==> src/rtl/cos_irq_ctrl.sv <==
module cos_irq_ctrl #(
  parameter int PORTS = 3,
  parameter int PW    = 8,
  parameter int AW    = 4
) (
  input  logic                clk,
  input  logic                rst_n,
  input  logic [PORTS*PW-1:0] line_in,
  input  logic                wr_en,
  input  logic [AW-1:0]       wr_addr,
  input  logic [PW-1:0]       wr_data,
  input  logic [AW-1:0]       rd_addr,
  output logic [PW-1:0]       rd_data,
  output logic                irq
);
  localparam int N        = PORTS * PW;
  localparam int POL_BASE = 0;
  localparam int ENA_BASE = PORTS;
  localparam int PND_BASE = 2 * PORTS;

  logic [N-1:0] sync_a, sync_b, sync_c;
  logic [N-1:0] pol_q, ena_q, pend_q;
  logic [N-1:0] evt, clr_mask;

  always_ff @(posedge clk) begin
    if (!rst_n) begin
      sync_a <= '0;
      sync_b <= '0;
      sync_c <= '0;
    end else begin
      sync_a <= line_in;
      sync_b <= sync_a;
      sync_c <= sync_b;
    end
  end

  assign evt = ena_q & ((sync_b & ~sync_c & ~pol_q) | (~sync_b & sync_c & pol_q));

  for (genvar p = 0; p < PORTS; p++) begin : g_port
    always_ff @(posedge clk) begin
      if (!rst_n) begin
        pol_q[p*PW +: PW] <= '0;
        ena_q[p*PW +: PW] <= '0;
      end else if (wr_en) begin
        if (wr_addr == AW'(POL_BASE + p)) pol_q[p*PW +: PW] <= wr_data;
        if (wr_addr == AW'(ENA_BASE + p)) ena_q[p*PW +: PW] <= wr_data;
      end
    end
    assign clr_mask[p*PW +: PW] = (wr_en && wr_addr == AW'(PND_BASE + p)) ? wr_data : '0;
  end

  always_ff @(posedge clk) begin
    if (!rst_n) pend_q <= '0;
    else        pend_q <= (pend_q & ~clr_mask) | evt;
  end

  assign irq = |pend_q;

  always_comb begin
    rd_data = '0;
    for (int p = 0; p < PORTS; p++) begin
      if (rd_addr == AW'(POL_BASE + p)) rd_data = pol_q[p*PW +: PW];
      if (rd_addr == AW'(ENA_BASE + p)) rd_data = ena_q[p*PW +: PW];
      if (rd_addr == AW'(PND_BASE + p)) rd_data = pend_q[p*PW +: PW];
    end
  end
endmodule

==> config.mk <==
export PLATFORM = sky130hd
export DESIGN_NAME = cos_irq_ctrl
export DESIGN_NICKNAME = d
export VERILOG_FILES = /design/src/rtl/cos_irq_ctrl.sv
export SDC_FILE = /design/constraint.sdc
export NUM_CORES = 1
export LEC_CHECK = 0
export BUFFER_PORTS_ARGS = -buffer_cell sky130_fd_sc_hd__buf_4
export CORE_UTILIZATION = 45
export DETAILED_ROUTE_END_ITERATION = 7
export SLEW_MARGIN = 20
export SYNTH_ARGS = -nofsm -noshare
export SYNTH_HDL_FRONTEND = slang
export SYNTH_SLANG_ARGS = --single-unit
==> constraint.sdc <==
create_clock -name clk -period 1.55 [get_ports clk]
set_input_delay 0.2325 -clock clk [delete_from_list [all_inputs] [get_ports clk]]
set_output_delay 0.2325 -clock clk [all_outputs]
set_load 0.05 [all_outputs]
# Yosys cells after proc, flatten, opt, wreduce, memory -nomap -nowiden
# Cells that the tools add are included.
[totals]
regBits = 144
input_bits = 43
[op_classes]
n_bitwise = 12
n_eq_ne = 16
mux = 12
reduce_logical = 12
[op_table]
columns = ["operator", "count"]
rows = [
  ["AND 24 bit", 6],
  ["two-way mux 8 bit", 12],
  ["NOT 24 bit", 4],
  ["bitwise OR 24 bit", 2],
  ["equality test 4 x 3 -> 1 bit, second input constant", 8],
  ["OR reduction 24 bit", 1],
  ["equality test 4 x 2 -> 1 bit, second input constant", 4],
  ["AND reduction 2 bit", 6],
  ["equality test 4 x 1 -> 1 bit, second input constant", 2],
  ["equality test 4 bit, second input constant", 2],
  ["zero test 4 bit", 2],
  ["logical AND 1 bit", 3],
]

# Longest topological paths before layout
# Gate-level depths: netlist of the first run.
[depth]
ltp_word = 10
depth_mapped = 7

# Worst setup path after synthesis of the first run
# Ideal clock, no wire load.
[synth_timing]
kind = "input port to output port"
start = "input rd_addr[0]"
end = "output rd_data[0]"
t_arrival_ps = 1545
path_buffers = 1
cell_stages = 4
path_slack_ps = -227
path_cell_list = "or2_2 clkbuf_1 nor3b_2 a22o_1"
[synth_between]
elab_chain_cells = 10
[synth_rtl]
columns = ["element", "line", "source"]
rows = [
  ["start: declaration", "12", "input logic [AW-1:0] rd_addr,"],
  ["zero test 4 bit", "62", "if (rd_addr == AW'(POL_BASE + p)) rd_data = pol_q[p*PW +: PW];"],
  ["two-way mux 8 bit", "62", ""],
  ["two-way mux 8 bit", "63", "if (rd_addr == AW'(ENA_BASE + p)) rd_data = ena_q[p*PW +: PW];"],
  ["two-way mux 8 bit", "64", "if (rd_addr == AW'(PND_BASE + p)) rd_data = pend_q[p*PW +: PW];"],
  ["two-way mux 8 bit", "62", ""],
  ["two-way mux 8 bit", "63", ""],
  ["two-way mux 8 bit", "64", ""],
  ["two-way mux 8 bit", "62", ""],
  ["two-way mux 8 bit", "63", ""],
  ["two-way mux 8 bit (*)", "64", ""],
  ["end: declaration", "13", "output logic [PW-1:0] rd_data,"],
]
# Every way passes the cells marked *; elsewhere a longest branch is shown, timed or not.

# Final worst setup path of the first run
[layout_timing]
start = "register pend_q[8]"
end = "output rd_data[0]"
[layout_between]
elab_chain_cells = 4
[layout_rtl]
columns = ["element", "line", "source"]
rows = [
  ["start: declaration", "22", "logic [N-1:0] pol_q, ena_q, pend_q;"],
  ["start signal: assignment", "54", "else pend_q <= (pend_q & ~clr_mask) | evt;"],
  ["two-way mux 8 bit", "64", ""],
  ["two-way mux 8 bit", "62", ""],
  ["two-way mux 8 bit", "63", ""],
  ["two-way mux 8 bit", "64", ""],
]
# No other way between the ends.

==> results of run 1 <==
## worst paths after layout
kind,start,end,slack (ns),cells past startpoint
min,line_in[2],sync_a[2],0.009,2
max reg2reg,pol_q[5],pend_q[5],0.40,7
min reg2reg,sync_a[19],sync_b[19],0.43,1
max,pend_q[8],rd_data[0],-0.35,7
## cell type report
type	count	area, um2
sequential	144	2923
clock buffer	24	501.7
timing repair buffer	122	1111
clock inverter	8	78.83
tap	172	215.2
fill	1118	4726
multi-input combinational	475	3239
inverter	8	30.03
## synthesized netlist by cell type (all sizes together)
cell    number
a21boi       8
a211oi       8
nand2      107
nor3         2
o21ai       48
nor2b       66
mux2i       48
nor3b       11
nand3       10
nor2        29
or2          3
dfxtp      144
and3b        2
a22oi       24
o22ai        8
clkbuf      29
and4         1
nand3b       2
a21oi        1
buf         14
a221oi       8
nor4         7
inv          8
nand2b       1
a22o         8
and2        72
or3          1
## per-stage QoR
stage / util, % / cells
3_3_place_gp: 54.36 / 904
4_1_cts: 61.75 / 950
6_report: 63.15 / 953
3_5_place_dp: 54.36 / 904
5_1_grt: 63.15 / 953
2_1_floorplan: - / 670
## logic make-up (layout without fill, tap and decap cells)
| logic type | after synthesis | after routing | synth area share, % |
|---|---|---|---|
| buf+inv | 51 | 162 | 3.466 |
| mux | 48 | 48 | 8.018 |
| flops | 144 | 144 | 48.11 |
| compound gates | 113 | 113 | 12.28 |
| simple gates | 314 | 314 | 28.13 |
## worst register-to-register path: cells and delay by family, from the launching register on
| kind | cells | cell delay, ns |
|---|---|---|
| AOI/OAI and AO/OA | 2 | 0.24 |
| buffers and inverters | 2 | 0.25 |
| DFF | 1 | 0.32 |
| and+or+nand+nor | 3 | 0.27 |
## where the power goes
part	leakage, nW	internal, mW	switching, mW	total [mW]
sequential	1.18	3.78	0.0500	3.83
clock	0.274	2.41	1.52	3.93
combinational	1.69	0.359	0.390	0.749
## flip-flops by register name (all words and copies together) (netlist names)
name and flops:
sync_b 24, pend_q 24, pol_q 24, sync_c 24, ena_q 24, sync_a 24
## per-layer routing
layer  up-vias  GRT usage (%)
met3        12          5.982
met1      2370          32.09
met5         -              0
li1       2464              -
met4         0          8.360
met2        84          41.01
## what timing repair did
action / CTS / global route
endpoints found under the setup margin: 9 / 9
gates resized for setup: 77 / 40
hold endpoints to repair: 8 / 2
buffers inserted: 6 / 2
hold buffers: 8 / 2
pin swaps: 31 / 37
==> run summary, run 1 <==
Max Buffers Root-to-Sink = 2
Clock root buffer = clkbuf_16
Crit-path slowest cell = dfxtp_4
Layout Nets = 811
Post-route minimum period = 1.902 ns
Vias in the first global route = 4794
Sequential area share after synthesis = 48.11%
Num Clock Sinks = 144
Setup TNS Final = -2.939 ns
Crit Path Max Fanout = 4
Worst setup margin = -0.3524 ns
Most used cell, CP = nand2_1
Routed WL per cell = 17.38 um
LEAKAGE = 3.153 nW
Clk slew on worst S/H paths = 0.06 ns
Cell Chain, Critical Path = buf_4 > mux2i_1 > nand2_1 > o21ai_2 > nand2_1 > a22o_4 > buf_8
Failing checks = negative setup slack
CP Class = flop to output port
DP Area = 6972 um2
Family with the most delay on the worst path = flip-flops
Total clock buffers created by CTS = 17
Peak VDD IR = 0.8276 mV
Die Y = 117.4 um
IO Port Bufs = 51
RSZ-0062 raised after global routing = yes
Met3 wire len = 542 um
DR vias/cell = 5.173
Power, Total = 8.517 mW
CTS tree = built
GRT Total Usage = 25.01%
Starting Density = 46.72%
Synth unique cells = 34
Most common cell after layout, fill and taps aside = dfxtp_1
Synth Warn # = 0
Clock Latency Late Sink = 0.43 ns
Area of the mapped netlist = 5992 um2
IO Pins = 52
GP Congestion = 0.8988
DRT Pass-1 Iters = 4
CTS H-Tree Depth = 4
Worst Setup Start Kind = flop
Die Wd = 117.4 um
Dpl hpwl = 11.67 mm
Pwr Density = 1052 nW/um2
HP Class = input port to flop
Vias = 4930
Global-route wire length before repair = 25.92 mm
Max Used Layer = met4
Clock skew = 0.01358 ns
Final Max Tran Viols = 0
Critical Path RT = 1.32 ns
Commonest cells after routing, fill and taps aside = dfxtp_1 (126), nand2_1 (103), buf_4 (92)
Buf+Inv Stages, Crit Path = 2
CP Capture Type = output port
Pre-CTS WS = -0.3911 ns
Max Freq = 525.7 MHz
CORE AREA = 12820 um2
Post-route cell area = 8099 um2
Average size of a mapped cell = 8.943 um2
Initial DRC Count = 256
Met1 WL = 7.667 mm
Post-Synthesis Cells = 670
Largest net degree at the start of global routing = 145
Met2 wire len = 8.171 mm
Slowest stage delay, CP = 0.37 ns
Fin Hold WS = 0.009382 ns
Residual DRC count = 0
Slew margin rel. = 61.01%
Number of routed nets with antenna violations = 0
Max-Cap Viols = 0
Global route overflow = 0
Status = finished, violations left
Final Hold Fails = 0
Setup-failing EPs final = 9
Synth area leaders = dfxtp_1 (48%), mux2i_1 (8.0%), and2_1 (7.5%)
Arr. time, crit path = 1.67 ns
Top cell type's share of synthesized area = 48.11%
Die area = 13780 um2
#FFs+latches synth = 144
Core Rows = 41
Syn-to-layout area delta = 35.16%
Least-Margin Pin Slew = 0.5823 ns
Synth area leader = dfxtp_1
Share of cells above drive strength 1 = 29.32%
Period utilisation layout = 122.7%
Routed wire length = 16.56 mm
Syn Nets = 713
Antenna violations before repair = 0
Antenna Cells = 0
Note: power is estimated with default switching activity, not from simulation.
==> run 2: changes to the inputs <==
==> constraint.sdc (replaced) <==
create_clock -name clk -period 1.55 [get_ports clk]
set_input_delay 0.155 -clock clk [delete_from_list [all_inputs] [get_ports clk]]
set_output_delay 0.155 -clock clk [all_outputs]
set_load 0.05 [all_outputs]
==> run 2 against run 1 <==
The run still ends with negative setup slack left. Utilization fell by 2.3 points. Wire length fell by 2.8%. Highest routed layer unchanged. Critical path depth fell by 2.
==> run summary, run 2 (same netlist as run 1, synthesis figures left out) <==
Routed WL per cell = 17.22 um
Sequential power share = 44.5%
Final Max Tran Viols = 0
Clock root buffer = clkbuf_16
Vias in the first global route = 4791
Commonest cells after routing, fill and taps aside = dfxtp_1 (120), nand2_1 (106), and2_1 (72)
IO Pins = 52
Peak VDD IR = 0.9608 mV
Slew margin rel. = 60.62%
Max Buffers Root-to-Sink = 2
Total clock buffers created by CTS = 17
Crit Path Max Fanout = 4
Antenna Cells = 0
DR vias/cell = 5.232
Final Util = 60.82%
Comb power frac = 8.3%
Clk slew on worst S/H paths = 0.06 ns
CP startpoint = pol_q[3]
Final Hold Fails = 0
Global route overflow = 0
Status = finished, violations left
Die Y = 117.4 um
Period utilisation layout = 120.6%
Max Freq = 534.8 MHz
Worst setup margin = -0.3198 ns
Antenna violations before repair = 0
Pre-CTS WS = -0.2960 ns
Worst Setup Start Kind = flop
RSZ-0062 raised after global routing = yes
HP Class = input port to flop
Clock skew = 0.005586 ns
Dpl hpwl = 11.14 mm
CP Class = flop to output port
Syn-to-layout area delta = 30.17%
Number of routed nets with antenna violations = 0
Post-route minimum period = 1.870 ns
Capturing point of the worst reg2reg path = pend_q[22]
Vias = 4892
Initial DRC Count = 323
Area of the multi-input gates = 3084 um2
Max-Cap Viols = 0
Switching Power = 1.901 mW
CORE AREA = 12820 um2
R2R setup slack = 0.47 ns
GP Congestion = 0.9409
Cell Int Power = 6.730 mW
# fillers = 1139
RR Startpoint = pol_q[22]
Layout Nets = 796
Starting Density = 46.72%
Largest net degree at the start of global routing = 59
Core Rows = 41
Die area = 13780 um2
Clock Latency Late Sink = 0.42 ns
Die Wd = 117.4 um
Setup TNS Final = -2.315 ns
GRT Total Usage = 24.38%
Least-Margin Pin Slew = 0.5881 ns
FF-to-FF path depth = 5
Storage element area = 2915 um2
Arr. time, crit path = 1.71 ns
CTS H-Tree Depth = 4
Share of cells above drive strength 1 = 24.38%
Power, Total = 8.631 mW
Sw frac = 22.02%
Cell Chain, Critical Path = nor3b_1 > a211oi_2 > o22ai_1 > a22o_2 > buf_6
LEAKAGE = 2.975 nW
Num Clock Sinks = 144
Setup-failing EPs final = 9
Routed wire length = 16.10 mm
Residual DRC count = 0
Clock power frac = 47.1%
Crit-path slowest cell = dfxtp_2
Critical Path RT = 1.39 ns
CP Capture Type = output port
IO Port Bufs = 51
Global-route wire length before repair = 25.64 mm
Failing checks = negative setup slack
Most common cell after layout, fill and taps aside = dfxtp_1
DRT Pass-1 Iters = 4
Worst Setup EP = rd_data[3]
Slowest stage delay, CP = 0.33 ns
Fin Hold WS = 0.06554 ns
CTS tree = built
Pwr Density = 1107 nW/um2
[run 2: changes by cell type in the layout (fill, tap and decap cells not counted), sizes merged]
cell | before | now
buf | 112 | 83
clkinvlp | 4 | 1
bufinv | 1 | 2
clkinv | 3 | 2
dlygate4sd3 | 10 | 24
[run 2: worst min path at each step]
stage	slack, ns	cells past startpoint	from	endpoint
after CTS	0.05	3	wr_data[6]	pol_q[6]
after floorplan	0.28	1	line_in[0]	sync_a[0]
after detailed placement	0.37	2	line_in[13]	sync_a[13]
final	0.07	3	wr_data[6]	pol_q[6]
after global placement	0.36	2	line_in[19]	sync_a[19]
after global routing	0.08	3	wr_data[0]	pol_q[0]
[run 2: final cells by class]
class	count	area share [%]
Tap cell	172	2.759
Multi-Input combinational cell	475	39.54
Clock buffer	24	6.561
Inverter	8	0.3850
Sequential cell	144	37.38
Timing Repair Buffer	107	12.38
Clock inverter	5	0.9945
[run 2: per-layer routing]
layer | global-route usage [%] | vias to the layer above | share of wire [%]
met1 | 30.30 | 2360 | 46
met2 | 41.86 | 90 | 50
met4 | 7.468 | 0 | 1.1
li1 | - | 2425 | -
met3 | 5.350 | 17 | 3.4
met5 | 0 | - | 0
[run 2: power by group through the flow]
stage                     sequential, mW  combinational [mW]  clock, mW
after floorplan                     3.91               0.387          0
after global placement              3.92               0.613          0
after detailed placement            3.92               0.622          0
after CTS                           3.84               0.703       4.13
after global routing                3.85               0.775       4.29
final                               3.84               0.720       4.07
[run 2: what timing repair did]
item | CTS | global route
pin swaps | 19 | 19
gates resized for setup | 54 | 31
setup endpoints to repair | 9 | 9
setup buffers | 4 | 1
endpoints found under the hold margin | 24 | 0
hold buffers | 24 | 0
[run 2: stage by stage]
| stage | cells | cell area (um2) |
|---|---|---|
| final | 935 | 7800 |
| after global routing | 935 | 7800 |
| after CTS | 934 | 7691 |
| after detailed placement | 877 | 6663 |
| after global placement | 877 | 6663 |
| after floorplan | 670 | 6002 |
[run 2: critical path, delay by kind of cell (launching register included)]
| family | cells | cell delay [ns] |
|---|---|---|
| simple gates | 1 | 0.15 |
| compound gates | 3 | 0.66 |
| buf+inv | 1 | 0.15 |
| flops | 1 | 0.33 |
==> run 3: changes to the inputs <==
--- a/config.mk
+++ b/config.mk
@@ -6,8 +6,9 @@
 export NUM_CORES = 1
 export LEC_CHECK = 0
 export BUFFER_PORTS_ARGS = -buffer_cell sky130_fd_sc_hd__buf_4
-export CORE_UTILIZATION = 45
+export CORE_UTILIZATION = 50
 export DETAILED_ROUTE_END_ITERATION = 7
+export PLACE_DENSITY = 0.69
 export SLEW_MARGIN = 20
 export SYNTH_ARGS = -nofsm -noshare
 export SYNTH_HDL_FRONTEND = slang
==> run 3 against run 2 <==
The flow finishes with violations (design-rule violations, negative setup slack). Final cell count is 1.5% lower. Via count is 2.7% higher. Worst setup slack better by 0.034 ns. Worst hold slack worse by 0.0076 ns. First-iteration DRC count is 3.4% lower. Clock power is 7.1% lower. Critical path type unchanged.
==> run summary, run 3 (same netlist as run 1, synthesis figures left out) <==
DRT Pass-1 Iters = 7
Total clock buffers created by CTS = 17
Antenna Cells = 0
GRT Total Usage = 27.61%
Commonest cells after routing, fill and taps aside = dfxtp_1 (121), nand2_1 (103), buf_4 (82)
Clock skew = 0.005125 ns
Pwr Density = 1053 nW/um2
CP Class = flop to output port
Starting Density = 51.81%
R2R setup slack = 0.50 ns
Share of cells above drive strength 1 = 27.89%
Clock power frac = 45.3%
Number of routed nets with antenna violations = 0
Crit Path Max Fanout = 2
Capturing point of the worst reg2reg path = pend_q[4]
Hold Crit Depth = 3
Dpl hpwl = 11.12 mm
Final Max Tran Viols = 0
Die Y = 111.5 um
FF-to-FF path depth = 6
Switching Power = 1.951 mW
Clock Latency Late Sink = 0.42 ns
Most common cell after layout, fill and taps aside = dfxtp_1
Period utilisation layout = 118.4%
Status = finished, violations left
Global route overflow = 0
Vias in the first global route = 5124
LEAKAGE = 3.083 nW
Max Freq = 544.8 MHz
CTS H-Tree Depth = 4
Sequential power share = 46.0%
Least-Margin Pin Slew = 0.5936 ns
Residual DRC count = 4
Vias = 5026
DR vias/cell = 5.457
CTS tree = built
Core Rows = 39
HP Class = input port to flop
Worst Setup Start Kind = flop
IO Pins = 52
Critical Path RT = 1.39 ns
Largest net degree at the start of global routing = 59
Antenna violations before repair = 0
CP Capture Type = output port
GP Congestion = 0.9360
Die Wd = 111.5 um
IO Port Bufs = 51
Failing checks = design-rule violations, negative setup slack
Global-route wire length before repair = 26.03 mm
Num Clock Sinks = 144
Clock root buffer = clkbuf_16
Clk slew on worst S/H paths = 0.06 ns
Post-route cell area = 7924 um2
Die area = 12430 um2
RSZ-0062 raised after global routing = yes
Max Buffers Root-to-Sink = 2
Arr. time, crit path = 1.68 ns
Syn-to-layout area delta = 32.24%
Peak VDD IR = 1.009 mV
# fillers = 933
Routed wire length = 16.08 mm
CORE AREA = 11560 um2
Max-Cap Viols = 0
Min-delay src = wr_data[6]
Routed WL per cell = 17.46 um
Final Hold Fails = 0
Worst setup margin = -0.2857 ns
Comb power frac = 8.7%
Initial DRC Count = 312
Sw frac = 23.38%
Hold Path Sink = pol_q[6]
Cell Int Power = 6.395 mW
Setup-failing EPs final = 9
Slew margin rel. = 60.39%
Post-route minimum period = 1.836 ns
Fin Hold WS = 0.05790 ns
RR Startpoint = pol_q[4]
DP Area = 6606 um2
Layout Nets = 809
==> run 3: cell types whose count changed in the layout (fill, tap and decap cells not counted), moves of 4 or more <==
cell	delta
nor3b_1	-6
clkinv_2	+5
clkbuf_8	-4
dfxtp_4	+5
buf_4	+14
dfxtp_2	-6
nor3b_4	+4
buf_8	+4
==> run 3: what timing repair did <==
item	in CTS	in global routing
buffers inserted	13	6
setup endpoints to repair	9	9
pin swaps	27	27
hold buffers	24	0
resized for setup	95	23
hold endpoints to repair	24	0
==> run 3: layer usage <==
metal	GRT usage, %	part of all wire [%]	vias up
met5	0	0	-
met4	12.43	2.5	0
met3	5.280	4.0	32
met2	47.79	50	130
met1	33.29	43	2398
li1	-	-	2466
==> run 3: worst max path at each step <==
stage,depth (start not counted),slack [ns],startpoint,endpoint
CTS,6,-0.29,pend_q[10],rd_data[2]
floorplan,4,0.06,rd_addr[0],rd_data[0]
detailed placement,6,-0.21,rd_addr[0],rd_data[3]
global placement,6,-0.19,rd_addr[0],rd_data[3]
global route,6,-0.35,pend_q[10],rd_data[2]
finish,5,-0.29,pol_q[3],rd_data[3]
==> run 3: power groups by stage <==
stage,logic [mW],clock network [mW],registers (mW)
after floorplan,0.387,0,3.91
after global placement,0.600,0,3.92
after detailed placement,0.609,0,3.93
after CTS,0.715,3.84,3.84
after global routing,0.791,3.97,3.85
final,0.730,3.78,3.84
==> run 3: through the flow <==
step	setup slack (ns)	util, %	total power, mW	setup TNS (ns)	std cells
finish	-0.2857	68.52	8.345	-2.308	921
global route	-0.3501	68.52	8.611	-2.820	921
CTS	-0.2920	67.36	8.396	-2.417	915
detailed placement	-0.2081	57.12	4.535	-1.475	847
global placement	-0.1899	57.12	4.522	-1.209	847
floorplan	0.05999	-	4.294	0	670
==> run 3: critical path, stage by stage, from the launching register on <==
cell and delay (ns):
dfxtp_2 0.33, nor3b_4 0.15, a211oi_2 0.25, o22ai_2 0.13, a22o_2 0.26, buf_8 0.15
==> run 3: final cells by class <==
class | instances | area (um2) | share of cell area [%]
clock inverters | 11 | 90.09 | 1.137
multi-input cells | 475 | 3184 | 40.19
inverters | 8 | 30.03 | 0.3790
flip-flops and latches | 144 | 2927 | 36.93
clock buffers | 20 | 456.7 | 5.763
well taps | 143 | 178.9 | 2.258
repair buffers | 120 | 1057 | 13.34
